--- config.mk ---
export PLATFORM = sky130hd
export DESIGN_NAME = tcam_lookup
export DESIGN_NICKNAME = d
export VERILOG_FILES = /design/src/rtl/tcam_pkg.sv /design/src/rtl/tcam_store.sv /design/src/rtl/tcam_compare.sv /design/src/rtl/tcam_prio.sv /design/src/rtl/tcam_lookup.sv
export SDC_FILE = /design/constraint.sdc
export NUM_CORES = 2
export LEC_CHECK = 0
export CAP_MARGIN = 20
export CORE_MARGIN = 3
export CORE_UTILIZATION = 30
export CTS_CLUSTER_DIAMETER = 50
export DETAILED_ROUTE_END_ITERATION = 12
export PLACE_DENSITY_LB_ADDON = 0.2
export SYNTH_ARGS = -nofsm -noshare
export SYNTH_HDL_FRONTEND = slang
export SYNTH_SLANG_ARGS = --single-unit
--- constraint.sdc ---
create_clock -name clk -period 3.36 [get_ports clk]
set_input_delay 1.008 -clock clk [delete_from_list [all_inputs] [get_ports clk]]
set_output_delay 1.008 -clock clk [all_outputs]
set_load 0.01 [all_outputs]
--- src/rtl/tcam_pkg.sv ---
package tcam_pkg;
    localparam int unsigned KEY_W_DEFAULT   = 32;
    localparam int unsigned DEPTH_DEFAULT   = 16;
    localparam int unsigned ASSOC_W_DEFAULT = 8;

    function automatic int unsigned index_width(input int unsigned depth);
        return (depth > 1) ? $clog2(depth) : 1;
    endfunction
endpackage

--- src/rtl/tcam_store.sv ---
module tcam_store #(
    parameter int unsigned KEY_W   = 32,
    parameter int unsigned DEPTH   = 16,
    parameter int unsigned ASSOC_W = 8,
    parameter int unsigned IDX_W   = 4
) (
    input  logic                            clk,
    input  logic                            rst_n,
    input  logic                            wr_en,
    input  logic [IDX_W-1:0]                wr_addr,
    input  logic [KEY_W-1:0]                wr_pattern,
    input  logic [KEY_W-1:0]                wr_wild,
    input  logic [ASSOC_W-1:0]              wr_assoc,
    input  logic                            wr_live,
    input  logic                            rd_en,
    input  logic [IDX_W-1:0]                rd_addr,
    output logic [DEPTH-1:0][KEY_W-1:0]     tbl_pattern,
    output logic [DEPTH-1:0][KEY_W-1:0]     tbl_wild,
    output logic [DEPTH-1:0][ASSOC_W-1:0]   tbl_assoc,
    output logic [DEPTH-1:0]                tbl_live,
    output logic                            rd_ack,
    output logic [KEY_W-1:0]                rd_pattern,
    output logic [KEY_W-1:0]                rd_wild,
    output logic [ASSOC_W-1:0]              rd_assoc,
    output logic                            rd_live
);
    typedef struct packed {
        logic [DEPTH-1:0][KEY_W-1:0]   pattern;
        logic [DEPTH-1:0][KEY_W-1:0]   wild;
        logic [DEPTH-1:0][ASSOC_W-1:0] assoc;
        logic [DEPTH-1:0]              live;
        logic                          ack;
        logic [KEY_W-1:0]              r_pattern;
        logic [KEY_W-1:0]              r_wild;
        logic [ASSOC_W-1:0]            r_assoc;
        logic                          r_live;
    } store_t;

    store_t st_d, st_q;

    always_comb begin
        st_d     = st_q;
        st_d.ack = rd_en;
        // Read samples the current contents, so a same-cycle write is not seen.
        if (rd_en) begin
            st_d.r_pattern = st_q.pattern[rd_addr];
            st_d.r_wild    = st_q.wild[rd_addr];
            st_d.r_assoc   = st_q.assoc[rd_addr];
            st_d.r_live    = st_q.live[rd_addr];
        end
        if (wr_en) begin
            st_d.pattern[wr_addr] = wr_pattern;
            st_d.wild[wr_addr]    = wr_wild;
            st_d.assoc[wr_addr]   = wr_assoc;
            st_d.live[wr_addr]    = wr_live;
        end
    end

    always_ff @(posedge clk or negedge rst_n) begin
        if (!rst_n) st_q <= '0;
        else        st_q <= st_d;
    end

    assign tbl_pattern = st_q.pattern;
    assign tbl_wild    = st_q.wild;
    assign tbl_assoc   = st_q.assoc;
    assign tbl_live    = st_q.live;
    assign rd_ack      = st_q.ack;
    assign rd_pattern  = st_q.r_pattern;
    assign rd_wild     = st_q.r_wild;
    assign rd_assoc    = st_q.r_assoc;
    assign rd_live     = st_q.r_live;
endmodule

--- src/rtl/tcam_compare.sv ---
module tcam_compare #(
    parameter int unsigned KEY_W = 32,
    parameter int unsigned DEPTH = 16
) (
    input  logic [KEY_W-1:0]            key,
    input  logic [DEPTH-1:0][KEY_W-1:0] tbl_pattern,
    input  logic [DEPTH-1:0][KEY_W-1:0] tbl_wild,
    input  logic [DEPTH-1:0]            tbl_live,
    output logic [DEPTH-1:0]            match_vec
);
    for (genvar gi = 0; gi < DEPTH; gi++) begin : g_slot
        logic [KEY_W-1:0] diff;
        assign diff          = (tbl_pattern[gi] ^ key) & ~tbl_wild[gi];
        assign match_vec[gi] = tbl_live[gi] && (diff == '0);
    end
endmodule

--- src/rtl/tcam_prio.sv ---
module tcam_prio #(
    parameter int unsigned DEPTH = 16,
    parameter int unsigned IDX_W = 4
) (
    input  logic [DEPTH-1:0] match_vec,
    output logic             any_match,
    output logic [IDX_W-1:0] win_idx
);
    always_comb begin
        any_match = 1'b0;
        win_idx   = '0;
        // Scan downwards so the lowest set position is the last assignment.
        for (int i = DEPTH - 1; i >= 0; i--) begin
            if (match_vec[i]) begin
                any_match = 1'b1;
                win_idx   = IDX_W'(i);
            end
        end
    end
endmodule

--- src/rtl/tcam_lookup.sv ---
module tcam_lookup import tcam_pkg::*; #(
    parameter int unsigned KEY_W   = KEY_W_DEFAULT,
    parameter int unsigned DEPTH   = DEPTH_DEFAULT,
    parameter int unsigned ASSOC_W = ASSOC_W_DEFAULT,
    parameter int unsigned IDX_W   = index_width(DEPTH)
) (
    input  logic               clk,
    input  logic               rst_n,
    input  logic               key_valid,
    input  logic [KEY_W-1:0]   key,
    output logic               result_valid,
    output logic               hit,
    output logic [IDX_W-1:0]   hit_index,
    output logic [ASSOC_W-1:0] hit_assoc,
    input  logic               wr_en,
    input  logic [IDX_W-1:0]   wr_addr,
    input  logic [KEY_W-1:0]   wr_pattern,
    input  logic [KEY_W-1:0]   wr_wild,
    input  logic [ASSOC_W-1:0] wr_assoc,
    input  logic               wr_live,
    input  logic               rd_en,
    input  logic [IDX_W-1:0]   rd_addr,
    output logic               rd_ack,
    output logic [KEY_W-1:0]   rd_pattern,
    output logic [KEY_W-1:0]   rd_wild,
    output logic [ASSOC_W-1:0] rd_assoc,
    output logic               rd_live
);
    logic [DEPTH-1:0][KEY_W-1:0]   tbl_pattern;
    logic [DEPTH-1:0][KEY_W-1:0]   tbl_wild;
    logic [DEPTH-1:0][ASSOC_W-1:0] tbl_assoc;
    logic [DEPTH-1:0]              tbl_live;
    logic [DEPTH-1:0]              match_vec;
    logic                          any_match;
    logic [IDX_W-1:0]              win_idx;

    tcam_store #(.KEY_W(KEY_W), .DEPTH(DEPTH), .ASSOC_W(ASSOC_W), .IDX_W(IDX_W)) u_store (
        .clk        (clk),
        .rst_n      (rst_n),
        .wr_en      (wr_en),
        .wr_addr    (wr_addr),
        .wr_pattern (wr_pattern),
        .wr_wild    (wr_wild),
        .wr_assoc   (wr_assoc),
        .wr_live    (wr_live),
        .rd_en      (rd_en),
        .rd_addr    (rd_addr),
        .tbl_pattern(tbl_pattern),
        .tbl_wild   (tbl_wild),
        .tbl_assoc  (tbl_assoc),
        .tbl_live   (tbl_live),
        .rd_ack     (rd_ack),
        .rd_pattern (rd_pattern),
        .rd_wild    (rd_wild),
        .rd_assoc   (rd_assoc),
        .rd_live    (rd_live)
    );

    tcam_compare #(.KEY_W(KEY_W), .DEPTH(DEPTH)) u_cmp (
        .key        (key),
        .tbl_pattern(tbl_pattern),
        .tbl_wild   (tbl_wild),
        .tbl_live   (tbl_live),
        .match_vec  (match_vec)
    );

    tcam_prio #(.DEPTH(DEPTH), .IDX_W(IDX_W)) u_prio (
        .match_vec(match_vec),
        .any_match(any_match),
        .win_idx  (win_idx)
    );

    typedef struct packed {
        logic               valid;
        logic               hit;
        logic [IDX_W-1:0]   idx;
        logic [ASSOC_W-1:0] assoc;
    } result_t;

    result_t res_d, res_q;

    always_comb begin
        res_d       = '0;
        res_d.valid = key_valid;
        if (key_valid && any_match) begin
            res_d.hit   = 1'b1;
            res_d.idx   = win_idx;
            res_d.assoc = tbl_assoc[win_idx];
        end
    end

    always_ff @(posedge clk or negedge rst_n) begin
        if (!rst_n) res_q <= '0;
        else        res_q <= res_d;
    end

    assign result_valid = res_q.valid;
    assign hit          = res_q.hit;
    assign hit_index    = res_q.idx;
    assign hit_assoc    = res_q.assoc;
endmodule

# After elaboration in Yosys (flattened, before gate mapping)

Index checks and enable logic that the tools add are counted.

$add $sub $neg: 0
Multipliers: 0
Div/mod/pow operators: 0
Order comparisons: 4
Eq/ne operators: 0
Shifts and indexed selects: 0
Mux-type cells: 53
Bitwise gates (word level): 48
Reduce and logical (&&, ||, !) cells: 34

Operators by type and width:

| cell                                                              | count |
|---|---|
| bitwise mux 512 bit                                               | 2 |
| bitwise AND 32 bit                                                | 16 |
| logical NOT 32 bit                                                | 16 |
| NOT 32 bit                                                        | 16 |
| XOR 32 bit                                                        | 16 |
| binary-select mux 32 bit (select 4 bit)                           | 2 |
| bitwise mux 128 bit                                               | 1 |
| demux 32 bit (select 4 bit)                                       | 1 |
| 2-to-1 mux 32 bit                                                 | 3 |
| binary-select mux 8 bit (select 4 bit)                            | 2 |
| 2-to-1 mux 4 bit                                                  | 16 |
| demux 8 bit (select 4 bit)                                        | 1 |
| 2-to-1 mux 8 bit                                                  | 3 |
| logical AND 1 bit                                                 | 18 |
| 2-to-1 mux 1 bit                                                  | 18 |
| bitwise mux 16 bit                                                | 1 |
| < comparator 4 x 5 -> 1 bit, second input constant                | 3 |
| 2-to-1 mux 13 bit                                                 | 1 |
| binary-select mux 1 bit (select 4 bit)                            | 1 |
| demux 1 bit (select 4 bit)                                        | 1 |
| greater-or-equal comparator 4 x 1 -> 1 bit, second input constant | 1 |

Register bits: 1256
Bits in latches: 0
RAM bits: 0
Memory bits (read-only): 0
Input bits: 118
Output and inout port bits: 88
Word-level logic and storage cells: 197
Memories: 0

# Logic depth before layout (Yosys ltp)

Word-level depth: 23
Mapped depth: 17
Gate-level depth less buffers: 13

# Hierarchy

From an unflattened synthesis, not the netlist that was laid out.

Cells, all modules: 4509
Area, all modules: 63938.8 sq um

By module, submodules not included:

| module       | instances | cells an instance | area an instance (sq um) | seq. area each (sq um) |
|---|---|---|---|---|
| tcam_store   | 1         | 3330              | 54601.1                  | 31079.8 |
| tcam_compare | 1         | 1003              | 7679.9                   | 0.0 |
| tcam_lookup  | 1         | 143               | 1478.9                   | 350.3 |
| tcam_prio    | 1         | 33                | 178.9                    | 0.0 |

# Worst setup path before layout

Ideal clock, no wire load.

Path type: input to register
Start: input key[15]
End: register res_q, in the netlist hit_assoc[6]
Setup time: 0.135 ns
Arrival: 3.781 ns
Required time: 3.225 ns
Setup slack: -0.556 ns
Stages on the path: 14
Buffers on the path: 1
Cells stage by stage: buf_4 -> xnor2_2 -> o22ai_1 -> or4_4 -> nor3_4 -> a2bb2oi_2 -> nor3_2 -> nor2_1 -> o31ai_2 -> a211oi_1 -> nor3_4 -> mux4_2 -> nor2_1 -> o41ai_2

RTL lines:

| element              | RTL line          | source |
|---|---|---|
| start, declared      | tcam_lookup.sv:10 | `input logic [KEY_W-1:0] key,` |
| end signal, assigned | tcam_lookup.sv:94 | `else res_q <= res_d;` |
| end, declared        | tcam_lookup.sv:80 | `result_t res_d, res_q;` |

==> flow_metrics.tcl <==
set metrics [dict create \
    outcome "finished with violations" \
    violations "negative setup slack" \
    grt_max_degree 111 \
    min_path_type "in -> async" \
    drtIter0Drc 6305 \
    seq_area_frac_synth_pct 47.6 \
    p_leak_nw 43.8 \
    rows 171 \
    grt_pass1_wl_um 571000 \
    cp_common_cell "buf_6" \
    fmax_ghz 0.245 \
    synth.area.top_cells "dfrtp_1, mux2_2, mux4_2, xnor2_1, o22ai_1" \
    route.detailed.drc 0 \
    slew_violations 0 \
    worstPathRequired_ns 4.10 \
    n_fill_cell 19600 \
    syn_nets 4930 \
    cts_tree "done" \
    die_w_um 475 \
    cts-root-buf "clkbuf_16" \
    synth_area_mm2 0.0660 \
    synth_top_area_share_pct 47.6 \
    drive_gt1_share_pct 66.0 \
    crit_arrival_ns 4.81 \
    hold_viol_final 0 \
    clock_path_buffers 3 \
    min_period_ns 4.08 \
    htree_num_levels 4 \
    layout_commonest_cell "buf_4" \
    clk_latency_ns 0.88 \
    critPathLaunchType "input port" \
    crit_chain "buf_6 -> buf_12 -> buf_8 -> xnor2_4 -> buf_6 -> o22ai_4 -> nor4_4 -> nand4_1 -> buf_4 -> or3_4 -> buf_6 -> buf_4 -> a41oi_4 -> buf_12 -> buf_8 -> buf_16 -> mux2i_2 -> nand3_1 -> o21ai_2 -> o32ai_4" \
    post-route-period-util_pct 121 \
    topRoutingLayerUsed "met5" \
    crit_family "buffers and inverters" \
    final_area_mm2 0.103 \
    path_clk_slew_ns 0.06 \
    relSlewSlack_pct 29.7 \
    postRouteAntennaNets 0 \
    tns_ns -5.47 \
    synth-seq-cells 1256 \
    drt-total-wl_um 439000 \
    met2_length_um 191000 \
    dp_cells 9445 \
    stdcell_count 10000 \
    drt-wirelength-per-cell_um 43.9 \
    seq_area_mm2 0.0314 \
    drv_cap 0 \
    io-pin-count 206 \
    fp.dieArea_mm2 0.226 \
    async_flop_share_pct 100 \
    syn_inst 4812 \
    place_worst_setup_slack_ns -2.92 \
    synth-edff-count 0 \
    layout_common_cells "buf_4, dfrtp_1, mux2_2" \
    layout.nets 7066 \
    worst-path-buf-inv 10 \
    end_kind "flop" \
    dr.pass1.iters 6 \
    worstSetupPathType "in -> reg" \
    ys_types 71 \
    p_per_area_mw_per_mm2 756 \
    grt.overflow.total 0 \
    synth.largest_area_cell "dfrtp_1" \
    grtUsageTotal_pct 38.5 \
    setup_violations 11 \
    gp_congestion 1.07 \
    antenna_found_initial 60 \
    area_delta_synth_final_pct 56.2 \
    skew_ns 0.0649 \
    numCtsBuffers 201 \
    timing.hold.ws_ns 0.125 \
    dp_hpwl_um 351000 \
    die_y_um 475 \
    worstMarginPinSlew_ns 1.05 \
    path_max_fanout 7 \
    holdBufCountCts 0 \
    wl_met1_um 182000 \
    core_area_mm2 0.218 \
    yosys_warnings 0 \
    rsz0062_at_grt "true" \
    vdd_drop_max_v 0.000562 \
    syn_area_per_cell_um2 13.7 \
    post-route-util_pct 47.3 \
    finalPower_mw 77.9 \
    crit_slowest_cell "nor4_4" \
    multiInputGateArea_mm2 0.0386 \
    cp_slowest_stage_delay_ns 0.38 \
    first_global_vias 56900 \
    clkSinkCount 1256 \
    viasPerCell 5.73 \
    dr_total_vias 57300 \
    postPlaceCellArea_mm2 0.0881 \
    start_util_pct 30.3 \
    fin_ws_ns -0.718 \
    synth_ff_type "dfrtp_1" \
    io_buffers 205 \
    dr_wl_met3_um 32800 \
]
final timing paths:
path	start	to	slack, ns	cells after the start
min in group clk	rd_en	u_store.rd_ack	0.49	1
hold / removal	rst_n	u_store.tbl_pattern[382]	0.13	1
max in group asynchronous	rst_n	u_store.tbl_pattern[335]	2.09	2
setup reg to reg	u_store.tbl_pattern[458]	hit_assoc[7]	-0.64	21
hold reg to reg	u_store.rd_pattern[31]	u_store.rd_pattern[31]	0.50	1
setup / recovery	key[8]	hit_assoc[5]	-0.72	20
sequential cells by signal, summed over array words and instances, names as in the netlist:
register             count
result_valid             1
u_store.rd_wild         32
u_store.tbl_wild       512
u_store.tbl_live        16
hit                      1
hit_index                4
u_store.tbl_pattern    512
u_store.rd_pattern      32
u_store.rd_live          1
hit_assoc                8
u_store.tbl_assoc      128
u_store.rd_assoc         8
u_store.rd_ack           1
power by group:
| part | internal, mW | switching [mW] | leakage [nW] | total [mW] |
|---|---|---|---|---|
| registers | 18.8 | 4.46 | 15.4 | 23.2 |
| logic | 16.0 | 16.7 | 25.0 | 32.7 |
| clock network | 13.5 | 8.56 | 3.40 | 22.0 |
repair_timing:
item                                    4_1_cts  5_1_grt
gates resized for setup                     851      274
gates cloned                                 13        3
pin swaps                                   154      136
endpoints found under the setup margin       13       13
setup buffers                               129       35
logic make-up (layout without fill, tap and decap cells):
kind of cell / Yosys count / count (layout) / synth area share (%)
DFF: 1256 / 1256 / 47.6
and+or+nand+nor: 516 / 516 / 3.89
other: 0 / 26 / 0
xor gates and xnor gates: 512 / 512 / 6.83
AOI/OAI and AO/OA: 524 / 524 / 5.18
buffers and inverters: 370 / 2678 / 2.37
muxes: 1634 / 1634 / 34.1
synth_stat cells, types with 34 or more instances:
cell      number
mux4_2       366
clkbuf_1     264
o21ai_0       34
nand2_1       75
o22ai_1      369
nor4_1       111
dfrtp_1     1256
buf_2         35
xnor2_1      508
mux2_2      1253
nand3_1       36
nor2_1       177
nor3_1        43
routing by layer:
metal | global-route usage [%] | vias up
met1 | 51.6 | 31000
met3 | 7.45 | 750
met2 | 57.6 | 2877
li1 | - | 22700
met4 | 23.2 | 14
met5 | 0 | -
cell type report:
type | instances | area share, %
antenna | 26 | 0.0631
clock buffer | 266 | 5.44
clock inverter | 109 | 1.40
inverter | 9 | 0.0328
multi-input combinational | 3186 | 37.5
sequential | 1256 | 30.5
tap | 2854 | 3.46
timing repair buffer | 2294 | 21.6
(Power assumes the default switching activity.)
